## config.mk

```make
export PLATFORM = sky130hd
export DESIGN_NAME = fetch_seq_top
export DESIGN_NICKNAME = d
export VERILOG_FILES = /design/src/rtl/fetch_seq_pkg.sv /design/src/rtl/fetch_seq_ctrl.sv /design/src/rtl/fetch_seq_dp.sv /design/src/rtl/fetch_seq_top.sv
export SDC_FILE = /design/constraint.sdc
export NUM_CORES = 1
export LEC_CHECK = 0
export BUFFER_PORTS_ARGS = -buffer_cell sky130_fd_sc_hd__buf_2
export CAP_MARGIN = 10
export CORE_MARGIN = 3
export CORE_UTILIZATION = 49
export CTS_CLUSTER_SIZE = 30
export DETAILED_ROUTE_END_ITERATION = 8
export MAX_ROUTING_LAYER = met4
export PLACE_DENSITY = 0.85
export SKIP_CTS_REPAIR_TIMING = 1
export SYNTH_ARGS = -nofsm -noshare
export SYNTH_HDL_FRONTEND = slang
export SYNTH_SLANG_ARGS = --single-unit
export TNS_END_PERCENT = 100
```

## constraint.sdc

```tcl
create_clock -name clk -period 3.5 [get_ports clk]
set_input_delay 0.7 -clock clk [delete_from_list [all_inputs] [get_ports clk]]
set_output_delay 0.7 -clock clk [all_outputs]
set_load 0.01 [all_outputs]
```

## src/rtl/fetch_seq_pkg.sv

```systemverilog
package fetch_seq_pkg;

  typedef enum logic [1:0] {
    XFER_NONE = 2'd0,
    XFER_BR   = 2'd1,
    XFER_CALL = 2'd2,
    XFER_JMPL = 2'd3
  } xfer_kind_e;

  // Strobes from control to datapath
  typedef struct packed {
    logic loadTarget;   // redirect nextPc to the target
    logic keepLink;     // current pc is a link value being written
  } seq_strobe_t;

endpackage

```

## src/rtl/fetch_seq_ctrl.sv

```systemverilog
module fetch_seq_ctrl
  import fetch_seq_pkg::*;
#(
  parameter int ADDR_W    = 32,
  parameter int REG_IDX_W = 5,
  parameter int LINK_REG  = 15,
  parameter int INSTR_B   = 4
) (
  input  logic                 clk,
  input  logic                 rstN,
  input  logic [1:0]           xferKind,
  input  logic                 condTaken,
  input  logic                 annulBit,
  input  logic [ADDR_W-1:0]    targetAddr,
  input  logic [REG_IDX_W-1:0] jmplRd,
  output seq_strobe_t          stb,
  output logic                 squashNow,
  output logic                 linkWe,
  output logic [REG_IDX_W-1:0] linkDest,
  output logic                 alignErr
);

  localparam int ALIGN_W = $clog2(INSTR_B);

  xfer_kind_e kind;
  logic squashQ;
  logic active, isBranch, isLink, wantRedirect, misaligned, setSquash;

  assign kind     = xfer_kind_e'(xferKind);
  assign active   = !squashQ;
  assign isBranch = (kind == XFER_BR);
  assign isLink   = (kind == XFER_CALL) || (kind == XFER_JMPL);

  generate
    if (ALIGN_W > 0) begin : g_align
      assign misaligned = |targetAddr[ALIGN_W-1:0];
    end else begin : g_noalign
      assign misaligned = 1'b0;
    end
  endgenerate

  always_comb begin
    wantRedirect   = active && (isLink || (isBranch && condTaken));
    alignErr       = wantRedirect && misaligned;
    stb.loadTarget = wantRedirect && !misaligned;
    stb.keepLink   = active && isLink && !misaligned;
    linkDest       = (kind == XFER_CALL) ? REG_IDX_W'(LINK_REG) : jmplRd;
    linkWe         = stb.keepLink && (linkDest != '0);
    setSquash      = active && isBranch && annulBit && !condTaken;
  end

  always_ff @(posedge clk) begin
    if (!rstN) squashQ <= 1'b0;
    else       squashQ <= setSquash;
  end

  assign squashNow = squashQ;

  // a squashed slot issues nothing
  a_r6_squash_quiet: assert property (@(posedge clk) disable iff (!rstN)
    squashQ |-> (!stb.loadTarget && !linkWe && !alignErr));
  // squash never extends past one slot
  a_r6_single_squash: assert property (@(posedge clk) disable iff (!rstN)
    squashQ |=> !squashQ);
  // annulled not-taken branch squashes its slot
  a_r5_annul_sets: assert property (@(posedge clk) disable iff (!rstN)
    (!squashQ && xferKind == 2'd1 && annulBit && !condTaken) |=> squashQ);
  // a faulting transfer neither redirects nor links
  a_r7_err_no_effect: assert property (@(posedge clk) disable iff (!rstN)
    alignErr |-> (!stb.loadTarget && !linkWe));
  // a call to an aligned target always redirects
  a_r8_call_taken: assert property (@(posedge clk) disable iff (!rstN)
    (!squashQ && xferKind == 2'd2 && targetAddr[1:0] == 2'b00) |-> (stb.loadTarget && linkWe));

endmodule

```

## src/rtl/fetch_seq_dp.sv

```systemverilog
module fetch_seq_dp
  import fetch_seq_pkg::*;
#(
  parameter int ADDR_W   = 32,
  parameter int INSTR_B  = 4,
  parameter int RESET_PC = 0
) (
  input  logic              clk,
  input  logic              rstN,
  input  seq_strobe_t       stb,
  input  logic [ADDR_W-1:0] targetAddr,
  output logic [ADDR_W-1:0] pcOut,
  output logic [ADDR_W-1:0] npcOut,
  output logic [ADDR_W-1:0] linkValue
);

  localparam logic [ADDR_W-1:0] STEP    = ADDR_W'(INSTR_B);
  localparam logic [ADDR_W-1:0] PC_INIT = ADDR_W'(RESET_PC);

  logic [ADDR_W-1:0] pcQ, npcQ, npcNext;

  assign npcNext = stb.loadTarget ? targetAddr : (npcQ + STEP);

  always_ff @(posedge clk) begin
    if (!rstN) begin
      pcQ  <= PC_INIT;
      npcQ <= PC_INIT + STEP;
    end else begin
      pcQ  <= npcQ;
      npcQ <= npcNext;
    end
  end

  assign pcOut     = pcQ;
  assign npcOut    = npcQ;
  assign linkValue = stb.keepLink ? pcQ : '0;

  // sequential step when no redirect
  a_r2_seq_step: assert property (@(posedge clk) disable iff (!rstN)
    !stb.loadTarget |=> (pcQ == $past(npcQ) && npcQ == $past(npcQ) + STEP));
  // redirect lands in nextPc only
  a_r3_delayed_redirect: assert property (@(posedge clk) disable iff (!rstN)
    stb.loadTarget |=> (pcQ == $past(npcQ) && npcQ == $past(targetAddr)));
  // addresses stay word aligned
  a_r10_aligned: assert property (@(posedge clk) disable iff (!rstN)
    (pcQ[1:0] == 2'b00 && npcQ[1:0] == 2'b00));

endmodule

```

## src/rtl/fetch_seq_top.sv

```systemverilog
module fetch_seq_top
  import fetch_seq_pkg::*;
#(
  parameter int ADDR_W    = 32,
  parameter int REG_IDX_W = 5,
  parameter int LINK_REG  = 15,
  parameter int INSTR_B   = 4,
  parameter int RESET_PC  = 0
) (
  input  logic                 clk,
  input  logic                 rstN,
  input  logic [1:0]           xferKind,
  input  logic                 condTaken,
  input  logic                 annulBit,
  input  logic [ADDR_W-1:0]    targetAddr,
  input  logic [REG_IDX_W-1:0] jmplRd,
  output logic [ADDR_W-1:0]    fetchPc,
  output logic [ADDR_W-1:0]    nextPc,
  output logic                 annulNext,
  output logic                 linkWe,
  output logic [REG_IDX_W-1:0] linkDest,
  output logic [ADDR_W-1:0]    linkValue,
  output logic                 alignErr
);

  seq_strobe_t stb;

  fetch_seq_ctrl #(
    .ADDR_W(ADDR_W), .REG_IDX_W(REG_IDX_W), .LINK_REG(LINK_REG), .INSTR_B(INSTR_B)
  ) u_ctrl (
    .clk(clk), .rstN(rstN), .xferKind(xferKind), .condTaken(condTaken),
    .annulBit(annulBit), .targetAddr(targetAddr), .jmplRd(jmplRd),
    .stb(stb), .squashNow(annulNext), .linkWe(linkWe), .linkDest(linkDest),
    .alignErr(alignErr)
  );

  fetch_seq_dp #(
    .ADDR_W(ADDR_W), .INSTR_B(INSTR_B), .RESET_PC(RESET_PC)
  ) u_dp (
    .clk(clk), .rstN(rstN), .stb(stb), .targetAddr(targetAddr),
    .pcOut(fetchPc), .npcOut(nextPc), .linkValue(linkValue)
  );

endmodule

```

Yosys cells after proc, flatten, opt, wreduce, memory -nomap -nowiden
Index checks and enable logic that the tools add are counted.

word-level totals
  register bits after elaboration = 65
  output and inout port bits = 104
  word-level logic and storage cells = 27
  bits of input ports = 43

operators by class
  reduce and logical (&&, ||, !) cells = 17
  multiplexer cells = 3
  $add $sub $neg = 1
  equality and inequality tests = 3

operators by type and width
  operator               number
  $mux 32                2
  $add 32x3->32 const B  1
  $logic_and 1x1->1      10
  $mux 5                 1
  $reduce_bool 5->1      1
  $eq 2x2->1 const B     2
  $logic_not 1->1        3
  $eq 2x1->1 const B     1
  $logic_or 1x1->1       2
  $reduce_or 2->1        1

Depth between registers and ports, before layout
Gate-level depths: netlist of the first run.

  depth after elaboration = 6
  depth in mapped cells = 6
  mapped depth without buffers = 5

Cells and area by module
Synthesis of the first run repeated with hierarchy kept, for this count alone.

unflattened totals
  cells, all modules = 327
  area, all modules = 2,986.6 um2

modules (own cells, without submodules)
  module          seq. area each (um2)  instances  area an instance (um2)  cells each
  fetch_seq_dp    1,281.2               1          2,855.2                 310
  fetch_seq_ctrl  20.0                  1          131.4                   17

Worst setup path before layout of the first run
No wires, ideal clock.

  path kind = input-to-output
  from = in targetAddr[0]
  to = out linkWe
  path slack = 1.121 ns
  cell stages on the path = 3
  arrival time = 1.679 ns
  required time = 2.800 ns
  path buffers = 1
  cells stage by stage = nor4b_1 -> clkbuf_1 -> o31a_1

between the ends
  cells in the longest elaborated chain, start to end = 4

ends and longest elaborated chain
  what                line                  source
  start: declaration  fetch_seq_top.sv:15   input logic [ADDR_W-1:0] targetAddr,
  $reduce_or 2->1     fetch_seq_ctrl.sv:36  assign misaligned = |targetAddr[ALIGN_W-1:0];
  $logic_not 1->1     fetch_seq_ctrl.sv:46  stb.keepLink = active && isLink && !misaligned;
  $logic_and 1x1->1   fetch_seq_ctrl.sv:46
  $logic_and 1x1->1   fetch_seq_ctrl.sv:48  linkWe = stb.keepLink && (linkDest != '0);
  end: declaration    fetch_seq_top.sv:20   output logic linkWe,

Every way passes these cells.

Final worst setup path of the first run
  from = reg u_dp.npcQ[5] (netlist: u_dp.npcOut[5])
  to = reg u_dp.npcQ[27] (netlist: u_dp.npcOut[27])

between the ends
  cells in the longest elaborated chain, start to end = 2

ends and longest elaborated chain
  what                      line                source
  start: declaration        fetch_seq_dp.sv:20  logic [ADDR_W-1:0] pcQ, npcQ, npcNext;
  start signal: assignment  fetch_seq_dp.sv:27  npcQ <= PC_INIT + STEP;
  start signal: assignment  fetch_seq_dp.sv:30  npcQ <= npcNext;
  $add 32x3->32             fetch_seq_dp.sv:22  assign npcNext = stb.loadTarget ? targetAddr : (npcQ + STEP);
  $mux 32                   fetch_seq_dp.sv:22

Every way passes these cells.
A chain may end at the register's enable or synchronous reset.

==> results of run 1 <==
## synth_stat cells, types with 3 or more instances
library cell	number	share of area [%]
sky130_fd_sc_hd__nor4_1	5	1.1
sky130_fd_sc_hd__nor3_1	8	1.4
sky130_fd_sc_hd__xnor2_1	11	3.4
sky130_fd_sc_hd__or4_1	14	3.7
sky130_fd_sc_hd__a211oi_1	8	2.1
sky130_fd_sc_hd__nand4_1	13	2.8
sky130_fd_sc_hd__and2_1	62	14
sky130_fd_sc_hd__or2_2	4	0.87
sky130_fd_sc_hd__a21oi_1	8	1.4
sky130_fd_sc_hd__inv_1	6	0.78
sky130_fd_sc_hd__nand2b_1	7	1.5
sky130_fd_sc_hd__nand3_1	17	3.0
sky130_fd_sc_hd__dfxtp_1	65	45
sky130_fd_sc_hd__nor2_1	20	2.6
sky130_fd_sc_hd__a31oi_1	10	2.2
sky130_fd_sc_hd__o31ai_1	7	1.8
sky130_fd_sc_hd__o211ai_1	3	0.78
sky130_fd_sc_hd__nand2_1	13	1.7
sky130_fd_sc_hd__o21ai_0	17	3.0
sky130_fd_sc_hd__clkbuf_1	17	2.2
## critical path: stages (launching register included)
cell,delay [ns]
sky130_fd_sc_hd__dfxtp_1,0.45
sky130_fd_sc_hd__nand4_1,0.47
sky130_fd_sc_hd__or4_1,0.93
sky130_fd_sc_hd__or4_1,0.56
sky130_fd_sc_hd__a31oi_1,0.16
## area by class of cell
| cell class | count | share of cell area (%) |
|---|---|---|
| clock buffer | 13 | 4.16 |
| inverter | 6 | 0.590 |
| sequential | 65 | 34.1 |
| multi-input combinational | 241 | 38.9 |
| timing repair buffer | 148 | 19.5 |
| tap | 72 | 2.36 |
| clock inverter | 3 | 0.393 |
## cell families (layout without fill, tap and decap cells)
family / Yosys count / in the layout / share of synthesized area [%]
AO/OA/AOI/OAI: 57 / 57 / 12.5
XOR/XNOR: 13 / 13 / 3.97
adder cells (fa/ha/maj): 1 / 1 / 0.436
buffers and inverters: 26 / 170 / 3.53
flip-flops: 65 / 65 / 45.3
AND/OR/NAND/NOR: 170 / 170 / 34.3
## registers in the layout, indices dropped and copies added (netlist names)
register          cells
u_dp.npcOut          32
u_dp.pcOut           32
u_ctrl.squashNow      1
## final timing paths
kind                                        end  depth (start not counted)
worst max-delay path            u_dp.npcOut[27]                          4
worst min-delay path              u_dp.pcOut[0]                          1
worst max register to register  u_dp.npcOut[27]                          4
worst min register to register    u_dp.pcOut[0]                          1
## metrics by stage
stage                     instances  area [um2]  power [mW]  hold WS [ns]  setup WS [ns]
after global routing            548        3820        1.64         0.498          0.721
after CTS                       548        3820        1.58         0.485          0.915
final                           548        3820        1.57         0.483          0.865
after global placement          532        3640        1.02         0.458           1.00
after detailed placement        532        3640        1.02         0.467          0.930
after floorplan                 332        2870       0.926         0.500           1.12
## placed cells by master, fill, tap and decap left out, types with 2 or more instances in the layout
cell	count
sky130_fd_sc_hd__a211oi_1	8
sky130_fd_sc_hd__a21oi_1	8
sky130_fd_sc_hd__nor3_1	8
sky130_fd_sc_hd__nor4_1	4
sky130_fd_sc_hd__o31ai_1	7
sky130_fd_sc_hd__a31oi_1	10
sky130_fd_sc_hd__nand2_1	13
sky130_fd_sc_hd__nand2b_1	7
sky130_fd_sc_hd__clkbuf_8	11
sky130_fd_sc_hd__or4_1	13
sky130_fd_sc_hd__buf_4	2
sky130_fd_sc_hd__inv_1	6
sky130_fd_sc_hd__clkbuf_1	2
sky130_fd_sc_hd__nand3_1	17
sky130_fd_sc_hd__or3_1	2
sky130_fd_sc_hd__dfxtp_1	65
sky130_fd_sc_hd__clkinv_2	3
sky130_fd_sc_hd__or2_2	4
sky130_fd_sc_hd__o21ai_0	17
sky130_fd_sc_hd__xnor2_1	11
sky130_fd_sc_hd__nor2_1	20
sky130_fd_sc_hd__nand4_1	13
sky130_fd_sc_hd__o211ai_1	3
sky130_fd_sc_hd__o311ai_0	2
sky130_fd_sc_hd__and2_1	62
sky130_fd_sc_hd__xor2_1	2
sky130_fd_sc_hd__buf_2	146
## routing by layer
layer | part of all wire (%) | up-vias | GRT usage, %
met5 | 0 | - | -
met4 | 1.1 | 0 | 7.84
met3 | 7.8 | 9 | 4.23
met2 | 48 | 127 | 40.5
met1 | 43 | 1411 | 27.8
li1 | - | 1460 | -
## power by group through the flow
stage / Combinational [mW] / Clock (mW) / Sequential (mW)
floorplan: 0.0815 / 0 / 0.845
global placement: 0.183 / 0 / 0.833
detailed placement: 0.186 / 0 / 0.835
CTS: 0.188 / 0.571 / 0.819
global route: 0.208 / 0.603 / 0.825
finish: 0.186 / 0.565 / 0.820
==> summary.md, run 1 <==
| Metric | Value |
|---|---|
| Status | `completed` |
| Power per unit of standard cell area | `412 nW/um2` |
| H-tree level count | `3` |
| Antenna violations before repair | `0` |
| Overall die width | `82.6 um` |
| Fmax | `0.380 GHz` |
| Crit start category | `flip-flop` |
| Net switching component of the power | `between 0.4 and 0.5 mW` |
| Post-synth EDFFs | `0` |
| Final hold vios | `0` |
| Min-Delay Path Class | `flip-flop to flip-flop` |
| Number of sinks handled by clock tree synthesis | `65` |
| Power Internal | `1.15 mW` |
| Number of register bits inferred by synthesis | `65` |
| Net count after synthesis | `376` |
| Violation count after the first detailed-route iteration | `111` |
| Starting Density | `51.5%` |
| Layout overhead on the synthesized area | `32.9%` |
| Crit path max fanout | `16` |
| Multi-input combinational cell area | `1480 um2` |
| Post-detailed-routing wire length | `8.04 mm` |
| Overall global routing resource usage | `about a quarter` |
| Syn_area_per_cell | `just under 9 um2` |
| Switching share of total power | `26.5%` |
| Area of the placeable core | `~5600 um2` |
| Combinational Power Share | `11.9%` |
| Maximum root-to-sink buffer count | `2` |
| Total overflow reported by the global router | `0` |
| Max-slew violation total from the final report | `0` |
| Number of cells produced by synthesis | `332` |
| Kind of critical path | `flip-flop to flip-flop` |
| Ratio of routed vias to standard cells | `5.49` |
| Routed via count | `around 3000` |
| Hold path startpoint | `u_dp.npcOut[0]` |
| Final setup violation count | `0` |
| CP arrival | `2.89 ns` |
| Total Nets Final | `515` |
| Detailed placement HPWL | `5.68 mm` |
| Required time of the critical path | `3.76 ns` |
| DRC violations left | `0` |
| Number of global-route vias before repair | `2622` |
| Worst slew margin relative to its limit | `between 30% and 40%` |
| Final critical delay including setup and external delays | `2.63 ns` |
| Post-DRT Antenna Nets | `0` |
| Final cycle utilization of the critical path | `75.3%` |
| Netlist area before placement | `2870 um2` |
| CTS clk-pin slew, worst paths | `0.07 ns` |
| Router iterations before antenna repair | `4` |
| Transition time at the pin with the least slew margin | `1.02 ns` |
| Die area | `6810 um2` |
| Fraction of layout cells with a size suffix above 1 | `36.1%` |
| Number of buffers created by CTS | `9` |
| Count of pins on the block boundary | `147` |
| Highest ir drop seen on vdd | `~0.26 mV` |
| Clock latency on the worst-skew pair | `about 0.33 ns` |
| Pleak | `around 1.8 nW` |
| Dominant synthesized flop cell | `sky130_fd_sc_hd__dfxtp_1` |
| CTS tree | `done` |
| Routed WL per cell | `14.7 um` |
| Start of the worst register-to-register path | `u_dp.npcOut[5]` |
| Max-cap violation count | `0` |
| TNS Setup | `0 ns` |
| Beginning of the critical path | `u_dp.npcOut[5]` |
| Clock network fraction of total power | `36.0%` |
| Largest net degree at the start of global routing | `57` |
| Gpl congestion | `0.833` |
| Die extent in y | `roughly 83 um` |
| Inserted Diodes | `0` |
| Input/output buffers | `146` |
| Sequential cell area fraction in the yosys report | `45.3%` |
| Reg-to-reg setup timing slack | `0.87 ns` |
| Area occupied by registers | `1300 um2` |
| Sequential group share of total power | `between 50% and 60%` |
| Fin util | `68.5%` |
| Element type at the critical path end | `flip-flop` |
| Filler Cell Count | `453` |
| Clk Tree Root Cell | `sky130_fd_sc_hd__clkbuf_8` |
| Site row count | `27` |
| Fraction of synthesis flops using an asynchronous set or reset pin | `0%` |
| Yosys warns | `0` |
| Setup repair after global routing missed its margin | `no` |
| Count of unique library cells instantiated by Yosys | `33` |
| First-pass GRT wire length | `12.1 mm` |
| Setup Skew | `approximately 0.0043 ns` |
(Power assumes the default switching activity.)
==> run 2, diff against run 1 <==
--- a/config.mk
+++ b/config.mk
@@ -8,11 +8,11 @@
 export BUFFER_PORTS_ARGS = -buffer_cell sky130_fd_sc_hd__buf_2
 export CAP_MARGIN = 10
 export CORE_MARGIN = 3
-export CORE_UTILIZATION = 49
+export CORE_UTILIZATION = 41
 export CTS_CLUSTER_SIZE = 30
 export DETAILED_ROUTE_END_ITERATION = 8
 export MAX_ROUTING_LAYER = met4
-export PLACE_DENSITY = 0.85
+export PLACE_DENSITY = 0.76
 export SKIP_CTS_REPAIR_TIMING = 1
 export SYNTH_ARGS = -nofsm -noshare
 export SYNTH_HDL_FRONTEND = slang
==> constraint.sdc (replaced) <==
create_clock -name clk -period 2.4 [get_ports clk]
set_input_delay 0.48 -clock clk [delete_from_list [all_inputs] [get_ports clk]]
set_output_delay 0.48 -clock clk [all_outputs]
set_load 0.01 [all_outputs]
==> run 2 against run 1 <==
Effect of this change: via count fell by 0.13%; power is 62% higher; clock power rose by 88%; sequential power increased by 44%; clock skew rose by 0.0065 ns; global-route usage shrank 1.9 points; cell area up 4.5%; first-iteration DRC count is 22% higher; clock-buffer cell count shrank 2; setup slack worse by 0.67 ns; utilization down 7.7 points; cell count grew 6.0%; highest routed layer unchanged.
==> summary.md, run 2 (synthesized netlist as in run 1, its figures left out) <==
| Metric | Value |
|---|---|
| Sequence of cells on the critical path | `nand4_2, or4_1, or4_1, a31oi_1` |
| Die area | `8040 um2` |
| Maximum root-to-sink buffer count | `2` |
| Total overflow reported by the global router | `0` |
| Final critical delay including setup and external delays | `roughly 2.2 ns` |
| Layout overhead on the synthesized area | `38.9%` |
| Overall die width | `89.7 um` |
| Highest ir drop seen on vdd | `0.384 mV` |
| Site row count | `29` |
| Count of buffer and inverter cells on the critical path | `0` |
| Final instance count without filler cells | `581` |
| Total Nets Final | `527` |
| Routed via count | `roughly 3000` |
| Area of the placeable core | `6570 um2` |
| Final hold vios | `0` |
| Power per unit of standard cell area | `~640 nW/um2` |
| Crit path max fanout | `16` |
| First-pass GRT wire length | `around 13 mm` |
| Gpl congestion | `0.895` |
| Filler Cell Count | `592` |
| Input/output buffers | `146` |
| Worst slew margin relative to its limit | `60.8%` |
| Antenna violations before repair | `0` |
| Kind of critical path | `flip-flop to flip-flop` |
| Clk Tree Root Cell | `sky130_fd_sc_hd__clkbuf_8` |
| Setup Skew | `0.0108 ns` |
| Post-detailed-routing wire length | `between 8 and 9 mm` |
| Router iterations before antenna repair | `4` |
| Min-Delay Path Class | `input pin to flip-flop` |
| Fmax | `0.453 GHz` |
| Final cycle utilization of the critical path | `91.9%` |
| Overall global routing resource usage | `21.7%` |
| Element type at the critical path end | `flip-flop` |
| Commonest non-fill, non-tap cells in the layout | `sky130_fd_sc_hd__buf_2, sky130_fd_sc_hd__dfxtp_1, sky130_fd_sc_hd__and2_1` |
| Max-cap violation count | `0` |
| Setup slack after layout | `0.195 ns` |
| Max stage delay cell, worst path | `sky130_fd_sc_hd__or4_1` |
| Most common library cell in the layout ignoring fill and taps | `sky130_fd_sc_hd__buf_2` |
| Number of buffers created by CTS | `9` |
| H-tree level count | `3` |
| Post-DRT Antenna Nets | `0` |
| Count of pins on the block boundary | `147` |
| Starting Density | `roughly 44%` |
| Setup repair after global routing missed its margin | `no` |
| Ratio of routed vias to standard cells | `between 5 and 6` |
| Transition time at the pin with the least slew margin | `~0.6 ns` |
| Fraction of layout cells with a size suffix above 1 | `a little under two fifths` |
| Die extent in y | `89.7 um` |
| Number of sinks handled by clock tree synthesis | `65` |
| Routed WL per cell | `14.9 um` |
| Number of global-route vias before repair | `2715` |
| Worst slack at placement | `between 0.2 and 0.25 ns` |
| Violation count after the first detailed-route iteration | `135` |
| Largest incremental delay on the critical path | `approximately 0.8 ns` |
| CTS clk-pin slew, worst paths | `roughly 0.070 ns` |
| TNS Setup | `0 ns` |
| Max-slew violation total from the final report | `0` |
| Final setup violation count | `0` |
| Crit start category | `flip-flop` |
| Top cell family by delay on the critical path | `simple AND/OR/NAND/NOR gates` |
| Detailed placement HPWL | `6.27 mm` |
| DRC violations left | `0` |
| Inserted Diodes | `0` |
| Clock latency on the worst-skew pair | `0.34 ns` |
| Pleak | `between 1.5 and 2 nW` |
| CP arrival | `2.48 ns` |
| Cell repeated most along the worst path | `sky130_fd_sc_hd__or4_1` |
| Required time of the critical path | `2.67 ns` |
| Largest net degree at the start of global routing | `57` |
| Number of placed instances with taps included | `565` |
| Status | `completed` |
| Fin util | `60.7%` |
| CTS tree | `done` |
| Final-layout worst hold slack | `approximately 0.32 ns` |
[run 2: cell types whose count changed in the layout (fill, tap and decap cells not counted)]
cell / previous run / this run
sky130_fd_sc_hd__buf_4: 2 / 14
sky130_fd_sc_hd__bufinv_16: 0 / 2
sky130_fd_sc_hd__clkinvlp_4: 0 / 1
sky130_fd_sc_hd__clkbuf_1: 2 / 0
sky130_fd_sc_hd__clkinv_2: 3 / 2
[run 2: routing by layer]
metal,vias to the layer above,part of all wire (%),GRT usage (%)
li1,1483,-,-
met1,1363,42,27.2
met2,140,47,34.4
met3,17,7.8,3.01
met4,0,2.6,10.4
met5,-,0,-
[run 2: layout make-up]
class	count	area, um2	share of cell area [%]
clock inverter	5	77.6	1.95
tap	93	116	2.92
clock buffer	11	151	3.80
timing repair buffer	160	836	21.0
multi-input combinational	241	1480	37.2
inverter	6	22.5	0.565
sequential	65	1300	32.6
[run 2: worst register-to-register path: stages, from the launching register on]
cell and delay [ns]:
sky130_fd_sc_hd__dfxtp_1 0.43, sky130_fd_sc_hd__nand4_2 0.17, sky130_fd_sc_hd__or4_1 0.80, sky130_fd_sc_hd__or4_1 0.57, sky130_fd_sc_hd__a31oi_1 0.16
[run 2: per-stage QoR]
stage	total power [mW]	instance area (um2)
after floorplan	1.35	2870
after global placement	1.50	3760
after detailed placement	1.51	3760
after CTS	2.55	3990
after global routing	2.65	3990
final	2.54	3990
[run 2: final timing paths]
check / slack (ns) / depth (start not counted) / endpoint / startpoint
setup / recovery: 0.19 / 4 / u_dp.npcOut[27] / u_dp.npcOut[11]
hold / removal: 0.32 / 2 / u_ctrl.squashNow / condTaken
setup reg to reg: 0.19 / 4 / u_dp.npcOut[27] / u_dp.npcOut[11]
hold reg to reg: 0.47 / 1 / u_dp.pcOut[1] / u_dp.npcOut[1]
[run 2: power by group]
group	total, mW	internal, mW	switching [mW]
Combinational	0.301	0.134	0.167
Sequential	1.18	1.13	0.0514
Clock	1.06	0.638	0.420
Total	2.54	1.90	0.639
